--- config.mk ---
export PLATFORM = sky130hd
export DESIGN_NAME = epu_top
export DESIGN_NICKNAME = d
export VERILOG_FILES = /design/src/rtl/epu_pkg.sv /design/src/rtl/epu_group_mask.sv /design/src/rtl/epu_fixed_prio.sv /design/src/rtl/epu_mask_chain.sv /design/src/rtl/epu_escalate.sv /design/src/rtl/epu_top.sv
export SDC_FILE = /design/constraint.sdc
export NUM_CORES = 1
export LEC_CHECK = 0
export BUFFER_PORTS_ARGS = -buffer_cell sky130_fd_sc_hd__buf_2
export CORE_MARGIN = 1.5
export CORE_UTILIZATION = 38
export DETAILED_ROUTE_END_ITERATION = 8
export GPL_ROUTABILITY_DRIVEN = 1
export GPL_TIMING_DRIVEN = 0
export PLACE_DENSITY = 0.68
export SYNTH_ARGS = -nofsm -noshare
export SYNTH_HDL_FRONTEND = slang
export SYNTH_SLANG_ARGS = --single-unit
--- constraint.sdc ---
create_clock -name clk -period 0.8 [get_ports clk]
set_input_delay 0.16 -clock clk [delete_from_list [all_inputs] [get_ports clk]]
set_output_delay 0.16 -clock clk [all_outputs]
set_load 0.02 [all_outputs]
--- src/rtl/epu_pkg.sv ---
`timescale 1ns/1ps
package epu_pkg;

    // Verdict held for the most recent fault request.
    typedef enum logic [1:0] {
        DEC_IDLE     = 2'd0,
        DEC_PREEMPT  = 2'd1,
        DEC_ESCALATE = 2'd2,
        DEC_LOCKUP   = 2'd3
    } dec_state_e;

    // Fixed negative priorities (sign-extended by users).
    localparam int FIX_RESET    = -4;
    localparam int FIX_HF_S_HI  = -3;
    localparam int FIX_NMI      = -2;
    localparam int FIX_HF_LOW   = -1;

endpackage

--- src/rtl/epu_group_mask.sv ---
`timescale 1ns/1ps
// Keeps only the bits of a priority that lie above the grouping split point.
module epu_group_mask #(
    parameter int PRIO_BITS = 8,
    localparam int PGW      = $clog2(PRIO_BITS)
) (
    input  logic [PRIO_BITS-1:0] raw_i,
    input  logic [PGW-1:0]       split_i,
    output logic [PRIO_BITS-1:0] grp_o
);
    logic [PRIO_BITS:0] keep;

    always_comb begin
        keep  = {(PRIO_BITS+1){1'b1}} << (int'(split_i) + 1);
        grp_o = raw_i & keep[PRIO_BITS-1:0];
    end
endmodule

--- src/rtl/epu_fixed_prio.sv ---
`timescale 1ns/1ps
// Fixed priorities of Reset, NMI and both HardFault banks.
module epu_fixed_prio
    import epu_pkg::*;
#(
    parameter int PW = 10
) (
    input  logic                 hf_to_ns_i,
    output logic signed [PW-1:0] reset_p_o,
    output logic signed [PW-1:0] nmi_p_o,
    output logic signed [PW-1:0] hf_s_p_o,
    output logic signed [PW-1:0] hf_ns_p_o,
    output logic                 hf_ns_en_o
);
    always_comb begin
        reset_p_o  = PW'(FIX_RESET);
        nmi_p_o    = PW'(FIX_NMI);
        hf_ns_p_o  = PW'(FIX_HF_LOW);
        hf_s_p_o   = hf_to_ns_i ? PW'(FIX_HF_S_HI) : PW'(FIX_HF_LOW);
        // Non-secure HardFault may pend but never preempt while the bit is 0.
        hf_ns_en_o = hf_to_ns_i;
    end
endmodule

--- src/rtl/epu_mask_chain.sv ---
`timescale 1ns/1ps
// Applies base priority, interrupt mask and fault mask in order, each one
// lowering the running value only when its own result is more urgent.
module epu_mask_chain
    import epu_pkg::*;
#(
    parameter int PRIO_BITS = 8,
    localparam int PW       = PRIO_BITS + 2
) (
    input  logic signed [PW-1:0]  active_i,
    input  logic [PRIO_BITS-1:0]  bp_s_raw_i,
    input  logic [PRIO_BITS-1:0]  bp_ns_raw_i,
    input  logic [PRIO_BITS-1:0]  bp_s_grp_i,
    input  logic [PRIO_BITS-1:0]  bp_ns_grp_i,
    input  logic                  pm_s_i,
    input  logic                  pm_ns_i,
    input  logic                  fm_s_i,
    input  logic                  fm_ns_i,
    input  logic                  demote_i,
    input  logic                  hf_to_ns_i,
    output logic signed [PW-1:0]  exec_o
);
    localparam logic signed [PW-1:0] P_ZERO  = '0;
    localparam logic signed [PW-1:0] P_HALF  = PW'(2 ** (PRIO_BITS - 1));
    localparam logic signed [PW-1:0] P_NEG1  = PW'(FIX_HF_LOW);
    localparam logic signed [PW-1:0] P_NEG3  = PW'(FIX_HF_S_HI);

    localparam int NSTAGE = 6;

    logic signed [PW-1:0] cand  [NSTAGE];
    logic                 valid [NSTAGE];
    logic signed [PW-1:0] run   [NSTAGE+1];

    always_comb begin
        // Stage order: base priority NS, S; interrupt mask NS, S; fault mask NS, S.
        cand[0]  = $signed({2'b00, bp_ns_grp_i});
        valid[0] = |bp_ns_raw_i;
        cand[1]  = $signed({2'b00, bp_s_grp_i});
        valid[1] = |bp_s_raw_i;
        cand[2]  = demote_i ? P_HALF : P_ZERO;
        valid[2] = pm_ns_i;
        cand[3]  = P_ZERO;
        valid[3] = pm_s_i;
        cand[4]  = demote_i ? P_HALF : P_NEG1;
        valid[4] = fm_ns_i;
        cand[5]  = hf_to_ns_i ? P_NEG3 : P_NEG1;
        valid[5] = fm_s_i;
    end

    assign run[0] = active_i;

    generate
        for (genvar g = 0; g < NSTAGE; g++) begin : g_stage
            assign run[g+1] = (valid[g] && (cand[g] < run[g])) ? cand[g] : run[g];
        end
    endgenerate

    assign exec_o = run[NSTAGE];
endmodule

--- src/rtl/epu_escalate.sv ---
`timescale 1ns/1ps
// Decides preempt / escalate / lockup for a fault request.
module epu_escalate
    import epu_pkg::*;
#(
    parameter int PRIO_BITS = 8,
    localparam int PW       = PRIO_BITS + 2
) (
    input  logic                  fault_req_i,
    input  logic                  fault_is_s_i,
    input  logic [PRIO_BITS-1:0]  fault_grp_i,
    input  logic signed [PW-1:0]  exec_i,
    input  logic                  hf_to_ns_i,
    input  logic signed [PW-1:0]  hf_s_p_i,
    input  logic signed [PW-1:0]  hf_ns_p_i,
    output dec_state_e            verdict_o,
    output logic                  bank_s_o
);
    logic signed [PW-1:0] gp;
    logic signed [PW-1:0] hf_p;

    always_comb begin
        gp       = $signed({2'b00, fault_grp_i});
        bank_s_o = fault_is_s_i || !hf_to_ns_i;
        hf_p     = bank_s_o ? hf_s_p_i : hf_ns_p_i;
        if (!fault_req_i) begin
            verdict_o = DEC_IDLE;
        end else if (gp < exec_i) begin
            verdict_o = DEC_PREEMPT;
        end else if (exec_i <= hf_p) begin
            verdict_o = DEC_LOCKUP;
        end else begin
            verdict_o = DEC_ESCALATE;
        end
    end
endmodule

--- src/rtl/epu_top.sv ---
`timescale 1ns/1ps
module epu_top
    import epu_pkg::*;
#(
    parameter int PRIO_BITS = 8,
    localparam int PGW      = $clog2(PRIO_BITS),
    localparam int PW       = PRIO_BITS + 2
) (
    input  logic                  clk,
    input  logic                  rst_n,
    input  logic                  hf_to_ns_i,
    input  logic                  demote_ns_i,
    input  logic [PRIO_BITS-1:0]  basepri_s_i,
    input  logic [PRIO_BITS-1:0]  basepri_ns_i,
    input  logic [PGW-1:0]        prigroup_s_i,
    input  logic [PGW-1:0]        prigroup_ns_i,
    input  logic                  primask_s_i,
    input  logic                  primask_ns_i,
    input  logic                  faultmask_s_i,
    input  logic                  faultmask_ns_i,
    input  logic signed [PW-1:0]  active_prio_i,
    input  logic                  fault_req_i,
    input  logic                  fault_is_s_i,
    input  logic [PRIO_BITS-1:0]  fault_prio_i,
    output logic signed [PW-1:0]  exec_prio_o,
    output logic                  hf_bank_s_o,
    output logic                  escalate_o,
    output logic                  lockup_o,
    output logic signed [PW-1:0]  prio_reset_o,
    output logic signed [PW-1:0]  prio_nmi_o,
    output logic signed [PW-1:0]  prio_hf_s_o,
    output logic signed [PW-1:0]  prio_hf_ns_o,
    output logic                  hf_ns_enable_o
);
    localparam logic signed [PW-1:0] P_IDLE = PW'(2 ** PRIO_BITS);
    localparam int NSRC = 3;  // base priority S, base priority NS, fault

    // Group priorities of the three sources, each with its own bank split.
    logic [PRIO_BITS-1:0] src_raw [NSRC];
    logic [PGW-1:0]       src_pg  [NSRC];
    logic [PRIO_BITS-1:0] src_grp [NSRC];

    always_comb begin
        src_raw[0] = basepri_s_i;
        src_pg[0]  = prigroup_s_i;
        src_raw[1] = basepri_ns_i;
        src_pg[1]  = prigroup_ns_i;
        src_raw[2] = fault_prio_i;
        src_pg[2]  = fault_is_s_i ? prigroup_s_i : prigroup_ns_i;
    end

    generate
        for (genvar s = 0; s < NSRC; s++) begin : g_grp
            epu_group_mask #(.PRIO_BITS(PRIO_BITS)) u_gm (
                .raw_i   (src_raw[s]),
                .split_i (src_pg[s]),
                .grp_o   (src_grp[s])
            );
        end
    endgenerate

    logic signed [PW-1:0] fx_reset, fx_nmi, fx_hf_s, fx_hf_ns;
    logic                 fx_ns_en;

    epu_fixed_prio #(.PW(PW)) u_fixed (
        .hf_to_ns_i (hf_to_ns_i),
        .reset_p_o  (fx_reset),
        .nmi_p_o    (fx_nmi),
        .hf_s_p_o   (fx_hf_s),
        .hf_ns_p_o  (fx_hf_ns),
        .hf_ns_en_o (fx_ns_en)
    );

    logic signed [PW-1:0] exec_d;

    epu_mask_chain #(.PRIO_BITS(PRIO_BITS)) u_chain (
        .active_i    (active_prio_i),
        .bp_s_raw_i  (basepri_s_i),
        .bp_ns_raw_i (basepri_ns_i),
        .bp_s_grp_i  (src_grp[0]),
        .bp_ns_grp_i (src_grp[1]),
        .pm_s_i      (primask_s_i),
        .pm_ns_i     (primask_ns_i),
        .fm_s_i      (faultmask_s_i),
        .fm_ns_i     (faultmask_ns_i),
        .demote_i    (demote_ns_i),
        .hf_to_ns_i  (hf_to_ns_i),
        .exec_o      (exec_d)
    );

    dec_state_e state_d, state_q;
    logic       bank_d;

    epu_escalate #(.PRIO_BITS(PRIO_BITS)) u_esc (
        .fault_req_i  (fault_req_i),
        .fault_is_s_i (fault_is_s_i),
        .fault_grp_i  (src_grp[2]),
        .exec_i       (exec_d),
        .hf_to_ns_i   (hf_to_ns_i),
        .hf_s_p_i     (fx_hf_s),
        .hf_ns_p_i    (fx_hf_ns),
        .verdict_o    (state_d),
        .bank_s_o     (bank_d)
    );

    // State register: fault verdict.
    always_ff @(posedge clk or negedge rst_n) begin
        if (!rst_n) begin
            state_q <= DEC_IDLE;
        end else begin
            state_q <= state_d;
        end
    end

    // Data registers.
    always_ff @(posedge clk or negedge rst_n) begin
        if (!rst_n) begin
            exec_prio_o    <= P_IDLE;
            hf_bank_s_o    <= 1'b0;
            prio_reset_o   <= PW'(FIX_RESET);
            prio_nmi_o     <= PW'(FIX_NMI);
            prio_hf_s_o    <= PW'(FIX_HF_LOW);
            prio_hf_ns_o   <= PW'(FIX_HF_LOW);
            hf_ns_enable_o <= 1'b0;
        end else begin
            exec_prio_o    <= exec_d;
            hf_bank_s_o    <= bank_d;
            prio_reset_o   <= fx_reset;
            prio_nmi_o     <= fx_nmi;
            prio_hf_s_o    <= fx_hf_s;
            prio_hf_ns_o   <= fx_hf_ns;
            hf_ns_enable_o <= fx_ns_en;
        end
    end

    // Output decode of the verdict state.
    always_comb begin
        unique case (state_q)
            DEC_IDLE:     begin escalate_o = 1'b0; lockup_o = 1'b0; end
            DEC_PREEMPT:  begin escalate_o = 1'b0; lockup_o = 1'b0; end
            DEC_ESCALATE: begin escalate_o = 1'b1; lockup_o = 1'b0; end
            DEC_LOCKUP:   begin escalate_o = 1'b1; lockup_o = 1'b1; end
        endcase
    end
endmodule

[Word level (Yosys, flattened, before mapping)]
Index checks and enable logic that the tools add are counted.
Storage, ports and cells
  register bits after elaboration: 24
  bits in latches: 0
  RAM bits: 0
  memory bits (read-only): 0
  input bits: 50
  logic and storage cells: 55
  memories kept: 0
Operators by class
  add/sub/neg operators: 3
  $mul: 0
  divide/modulo/power cells: 0
  $lt $le $gt $ge: 8
  equal/unequal tests: 3
  shift operators: 3
  mux-type cells: 16
  bitwise logic cells: 3
  reduce and logical (&&, ||, !) cells: 14
Operator list (count)
  9-bit by 32-bit left shift with 8-bit output, first input constant: 3
  10-bit 2-to-1 mux: 7
  10-bit less-than comparator: 3
  9-bit by 10-bit less-than comparator with 1-bit output: 3
  8-bit bitwise AND: 3
  8-bit OR reduction: 2
  3-bit by 1-bit adder with 4-bit output, second input constant: 3
  10-bit less-or-equal comparator: 1
  1-bit by 10-bit less-than comparator with 1-bit output, first input constant: 1
  2-bit 2-to-1 mux: 4
  8-bit 2-to-1 mux: 1
  1-bit logical AND: 6
  2-bit equality test, second input constant: 2
  1-bit case mux with 2 select lines: 2
  2-bit OR reduction: 2
  3-bit 2-to-1 mux: 1
  3-bit OR reduction: 1
  2-bit by 1-bit equality test with 1-bit output, second input constant: 1
  2-bit logical NOT: 1
  1-bit logical NOT: 1
  1-bit logical OR: 1
  1-bit 2-to-1 mux: 1

[Depth between registers and ports, before layout]
  depth in word-level cells: 25
  mapped depth: 47
  mapped depth without buffers: 45

[Modules after synthesis]
Synthesis repeated with hierarchy kept, for this count alone.
Second synthesis, totals
  cells, all modules: 420
  area, all modules: 4139.0 µm²
Modules (own cells, without submodules)
  epu_top: times used 1, cells each 59, area each 1442.6 µm², sequential area each 1398.8 µm²
  epu_mask_chain: times used 1, cells each 190, area each 1405.1 µm², sequential area each 0.0 µm²
  epu_escalate: times used 1, cells each 68, area each 533.0 µm², sequential area each 0.0 µm²
  epu_group_mask: times used 3, cells each 20, area each 148.9 µm², sequential area each 0.0 µm²
  epu_fixed_prio: times used 1, cells each 43, area each 311.5 µm², sequential area each 0.0 µm²

[Worst setup path after synthesis]
Ideal clock, no wire load.
  path kind: in2reg
  from: input prigroup_ns_i[0]
  to: register state_q[0]
  setup time: 0.094 ns
  data arrival time: 8.307 ns
  setup slack: -7.600 ns
  cell stages on the path: 45
  cell sequence: ha_1 xnor2_1 nand2b_1 and3_1 ha_1 and4_1 nand2_1 a311o_1 and2_4 buf_6 a21oi_1 ha_1 a211oi_1 nor2_1 o31ai_1 nand3_1 o21ai_2 mux2_2 [9 not listed] o21ai_0 nand2b_1 a221oi_1 nand2_1 a311o_1 o21ba_4 o21ai_0 nand2_1 nand2_1 nor2_1 nor3_1 ha_1 o21ai_0 or2_2 o31ai_1 nor4_1 o21ai_0 a221oi_2
On the way
  longest elaborated chain between the ends: 25
Ends and longest elaborated chain
  start: declaration: RTL line epu_top.sv:16  | input logic [PGW-1:0] prigroup_ns_i,
  3-bit by 1-bit adder with 4-bit output: RTL line epu_group_mask.sv:14  | keep = {(PRIO_BITS+1){1'b1}} << (int'(split_i) + 1);
  9-bit by 32-bit left shift with 8-bit output: RTL line epu_group_mask.sv:14
  8-bit bitwise AND: RTL line epu_group_mask.sv:15  | grp_o = raw_i & keep[PRIO_BITS-1:0];
  9-bit by 10-bit less-than comparator with 1-bit output: RTL line epu_mask_chain.sv:54  | assign run[g+1] = (valid[g] && (cand[g] < run[g])) ? cand[g] : run[g];
  1-bit logical AND: RTL line epu_mask_chain.sv:54
  10-bit 2-to-1 mux: RTL line epu_mask_chain.sv:54
  9-bit by 10-bit less-than comparator with 1-bit output: RTL line epu_mask_chain.sv:54
  1-bit logical AND: RTL line epu_mask_chain.sv:54
  [10 not listed]
  10-bit less-than comparator: RTL line epu_mask_chain.sv:54
  1-bit logical AND: RTL line epu_mask_chain.sv:54
  10-bit 2-to-1 mux: RTL line epu_mask_chain.sv:54
  10-bit less-or-equal comparator: RTL line epu_escalate.sv:30  | end else if (exec_i <= hf_p) begin
  1-bit 2-to-1 mux: RTL line epu_escalate.sv:30
  2-bit 2-to-1 mux (*): RTL line epu_escalate.sv:28  | end else if (gp < exec_i) begin
  2-bit 2-to-1 mux (*): RTL line epu_escalate.sv:26  | if (!fault_req_i) begin
  via state_d[0]: RTL line epu_top.sv:91  | dec_state_e state_d, state_q;
  end signal: assignment: RTL line epu_top.sv:111  | state_q <= state_d;
  end: declaration: RTL line epu_top.sv:91
Mark *: on every way through the listed nets, which the timed path passes. The rest lies on a longest branch.

[Worst setup path in the final report]
Same ends and word-level chain as after synthesis.

==> qor.yml <==
status: "finished with violations"
violations: "setup timing"
hold_path.class: "input pin to register"
power.switching_w: 0.00225
drc: 0
power_frac_comb: 0.708
grt_pass1_vias: 3195
drive_gt1_frac: 0.485
crit_cells: 46
clockPowerShare: 0.118
hold_end: "hf_ns_enable_o"
syn_inst: 380
finalSetupViolations: 27
start_util: 0.393
p_sw_frac: 0.432
die_y_um: 89.6
pre_cts_ws_ps: -8420
synth_seq_cells: 15
clkTransAtPathRegs_ps: 70
path_buf_inv: 5
synthTopCellsByCount: "buf_4 (39), ha_1 (35), nand2_1 (35)"
viasPerCell: 5.19
hold_depth: 1
final-instance-count-excl-fill: 633
clock_sinks: 15
final_core_util: 0.633
async_flop_share: 1.00
cp_slowest_stage_delay_ps: 390
grt_pass1_wl_um: 15000
hold_path_startpoint: "hf_to_ns_i"
slowest_stage: "a311o_2"
pwr-share-seq: 0.174
portBuffers: 62
core.rowCount: 31
ys_seq_area_frac: 0.133
drt_wl_total_um: 9720
postPlaceCellArea_sq_mm: 0.00358
ir_drop_uv: 689
place_inst: 578
hpwl_um: 6970
arrival_ps: 8190
synth_most_common_cell: "buf_4"
cts_buffer_depth: 2
antenna_cells: 0
cts_buffers: 3
yosys_warnings: 0
cts_tree: "yes"
synth.avg_cell_area_sq_um: 7.50
max_cap_viol_count: 0
grt_use_total: 0.239
drtPass1Iterations: 4
synth_top_area_cell: "ha_1"
fin_crit_sh: 10.0
fin_area_sq_mm: 0.00459
setup_ws_ps: -7240
tightest_slew_ps: 672
internal-power_w: 0.00295
crit_top_cell: "ha_4"
vias: 3285
area_growth_pct: 61.1
slew_headroom: 0.548
dominantRegCellSynth: "dfrtp_1"
antenna_found_initial: 0
worstSetupPathType: "input pin to register"
p_leak_nw: 2.15
ys_types: 68
fin_crit_ps: 8040
cts_root_buf: "clkbuf_8"
num_io_pins: 104
coreArea_sq_mm: 0.00725
p_per_area_mw_per_mm2: 1130
netlist_area_sq_mm: 0.00285
grt_setup_unrepaired: "yes"
end_kind: "register"
netlist_top_cells_area: "ha_1 (15%), dfrtp_1 (11%), buf_4 (10%), a21oi_1 (5.3%), nand2_1 (4.6%)"
crit_family: "compound AO/OA/AOI/OAI gates"
synth_enable_flop_cells: 0
globalRoute.totalOverflow: 0
worst-path-max-fanout: 5
final_nets: 620
antenna_left: 0
drtIter0Drc: 128
htreeDepth: 1
die_x_um: 89.6
critPathRequiredTime_ps: 950
die_area_sq_mm: 0.00803
clock.fmax_mhz: 124
synth_top_area_frac: 0.154
gp_congestion: 0.940
hold_viol: 0
slew_violations: 0
start_kind: "input pin"
routedWlPerCell_um: 15.3
grt_max_degree: 16
cells by family after synthesis:
| family | Yosys count | share of synthesized area |
|---|---|---|
| compound gates | 96 | 0.239 |
| xor+xnor | 2 | 0.00615 |
| fa+ha+maj | 35 | 0.154 |
| buf+inv | 79 | 0.164 |
| flops | 15 | 0.133 |
| mux | 11 | 0.0417 |
| other cells | 2 | 0.00263 |
| simple gates | 140 | 0.260 |
layer usage:
metal	vias to the layer above	part of all wire	routed length, um	global-route usage
met3	19	0.053	513	0.0247
li1	1605	-	-	-
met2	126	0.53	5150	0.455
met4	0	0.024	238	0.0685
met1	1535	0.39	3820	0.281
met5	-	0	0	0
power groups by stage:
stage | Combinational, W | Sequential, W | Clock [W]
after floorplan | 0.00173 | 0.00101 | 0
after global placement | 0.00245 | 0.000892 | 0
after detailed placement | 0.00249 | 0.000896 | 0
after CTS | 0.00332 | 0.000906 | 0.000617
after global routing | 0.00397 | 0.000918 | 0.000662
final | 0.00368 | 0.000906 | 0.000612
stage by stage:
| stage | total power [W] | TNS, ps | hold slack (ps) |
|---|---|---|---|
| after floorplan | 0.00275 | -69500 | -136 |
| after global placement | 0.00334 | -81710 | 64.0 |
| after detailed placement | 0.00338 | -82770 | 75.9 |
| after CTS | 0.00484 | -73640 | 93.3 |
| after global routing | 0.00555 | -78060 | 89.7 |
| final | 0.00520 | -74140 | 98.6 |
cell usage in the layout, fill, tap and decap left out, types with 4 or more instances in the layout:
| cell | count |
|---|---|
| a21oi_1 | 16 |
| buf_4 | 76 |
| nand3_2 | 4 |
| nand3_1 | 13 |
| nor2b_1 | 4 |
| inv_1 | 30 |
| a21oi_2 | 10 |
| dfrtp_1 | 13 |
| and2_1 | 8 |
| nor2_1 | 17 |
| a21oi_4 | 5 |
| o21ai_1 | 4 |
| buf_6 | 28 |
| a31oi_1 | 4 |
| ha_1 | 23 |
| conb_1 | 39 |
| o211ai_1 | 5 |
| ha_4 | 11 |
| mux2i_1 | 4 |
| nor2_4 | 7 |
| mux2_2 | 5 |
| nand2b_1 | 5 |
| nor4_1 | 6 |
| nand2_1 | 31 |
| inv_2 | 4 |
| nand4_1 | 6 |
| buf_2 | 46 |
| o21ai_0 | 10 |
| o21ai_2 | 4 |
worst max path at each step:
stage / slack (ps) / to / from
after floorplan: -7100 / state_q[0] / prigroup_ns_i[0]
after global placement: -8290 / state_q[0] / prigroup_ns_i[1]
after detailed placement: -8420 / state_q[0] / prigroup_ns_i[1]
after CTS: -7080 / state_q[0] / prigroup_ns_i[0]
after global routing: -7570 / state_q[0] / prigroup_ns_i[0]
final: -7240 / state_q[0] / prigroup_ns_i[0]
what timing repair did:
| action | CTS | global route |
|---|---|---|
| pin swaps | 54 | 40 |
| setup endpoints to repair | 27 | 27 |
| buffers inserted | 43 | 7 |
| gates cloned | 1 | 0 |
| gates resized for setup | 105 | 28 |
| endpoints found under the hold margin | 13 | 0 |
| hold buffers | 1 | 0 |
layout make-up:
class                   count  area, sq um
well taps                  99          124
fillers                   602         2660
plain buffers              44          333
clock inverters             1         5.00
flip-flops and latches     15          378
multi-input cells         323         2680
clock buffers               3         41.3
repair buffers            114          900
inverters                  34          128
registers in the layout, summed over array words and instances, names as in the netlist:
signal          cells
exec_prio_o        10
state_q             2
hf_bank_s_o         1
hf_ns_enable_o      1
prio_hf_s_o         1
(Power assumes the default switching activity.)
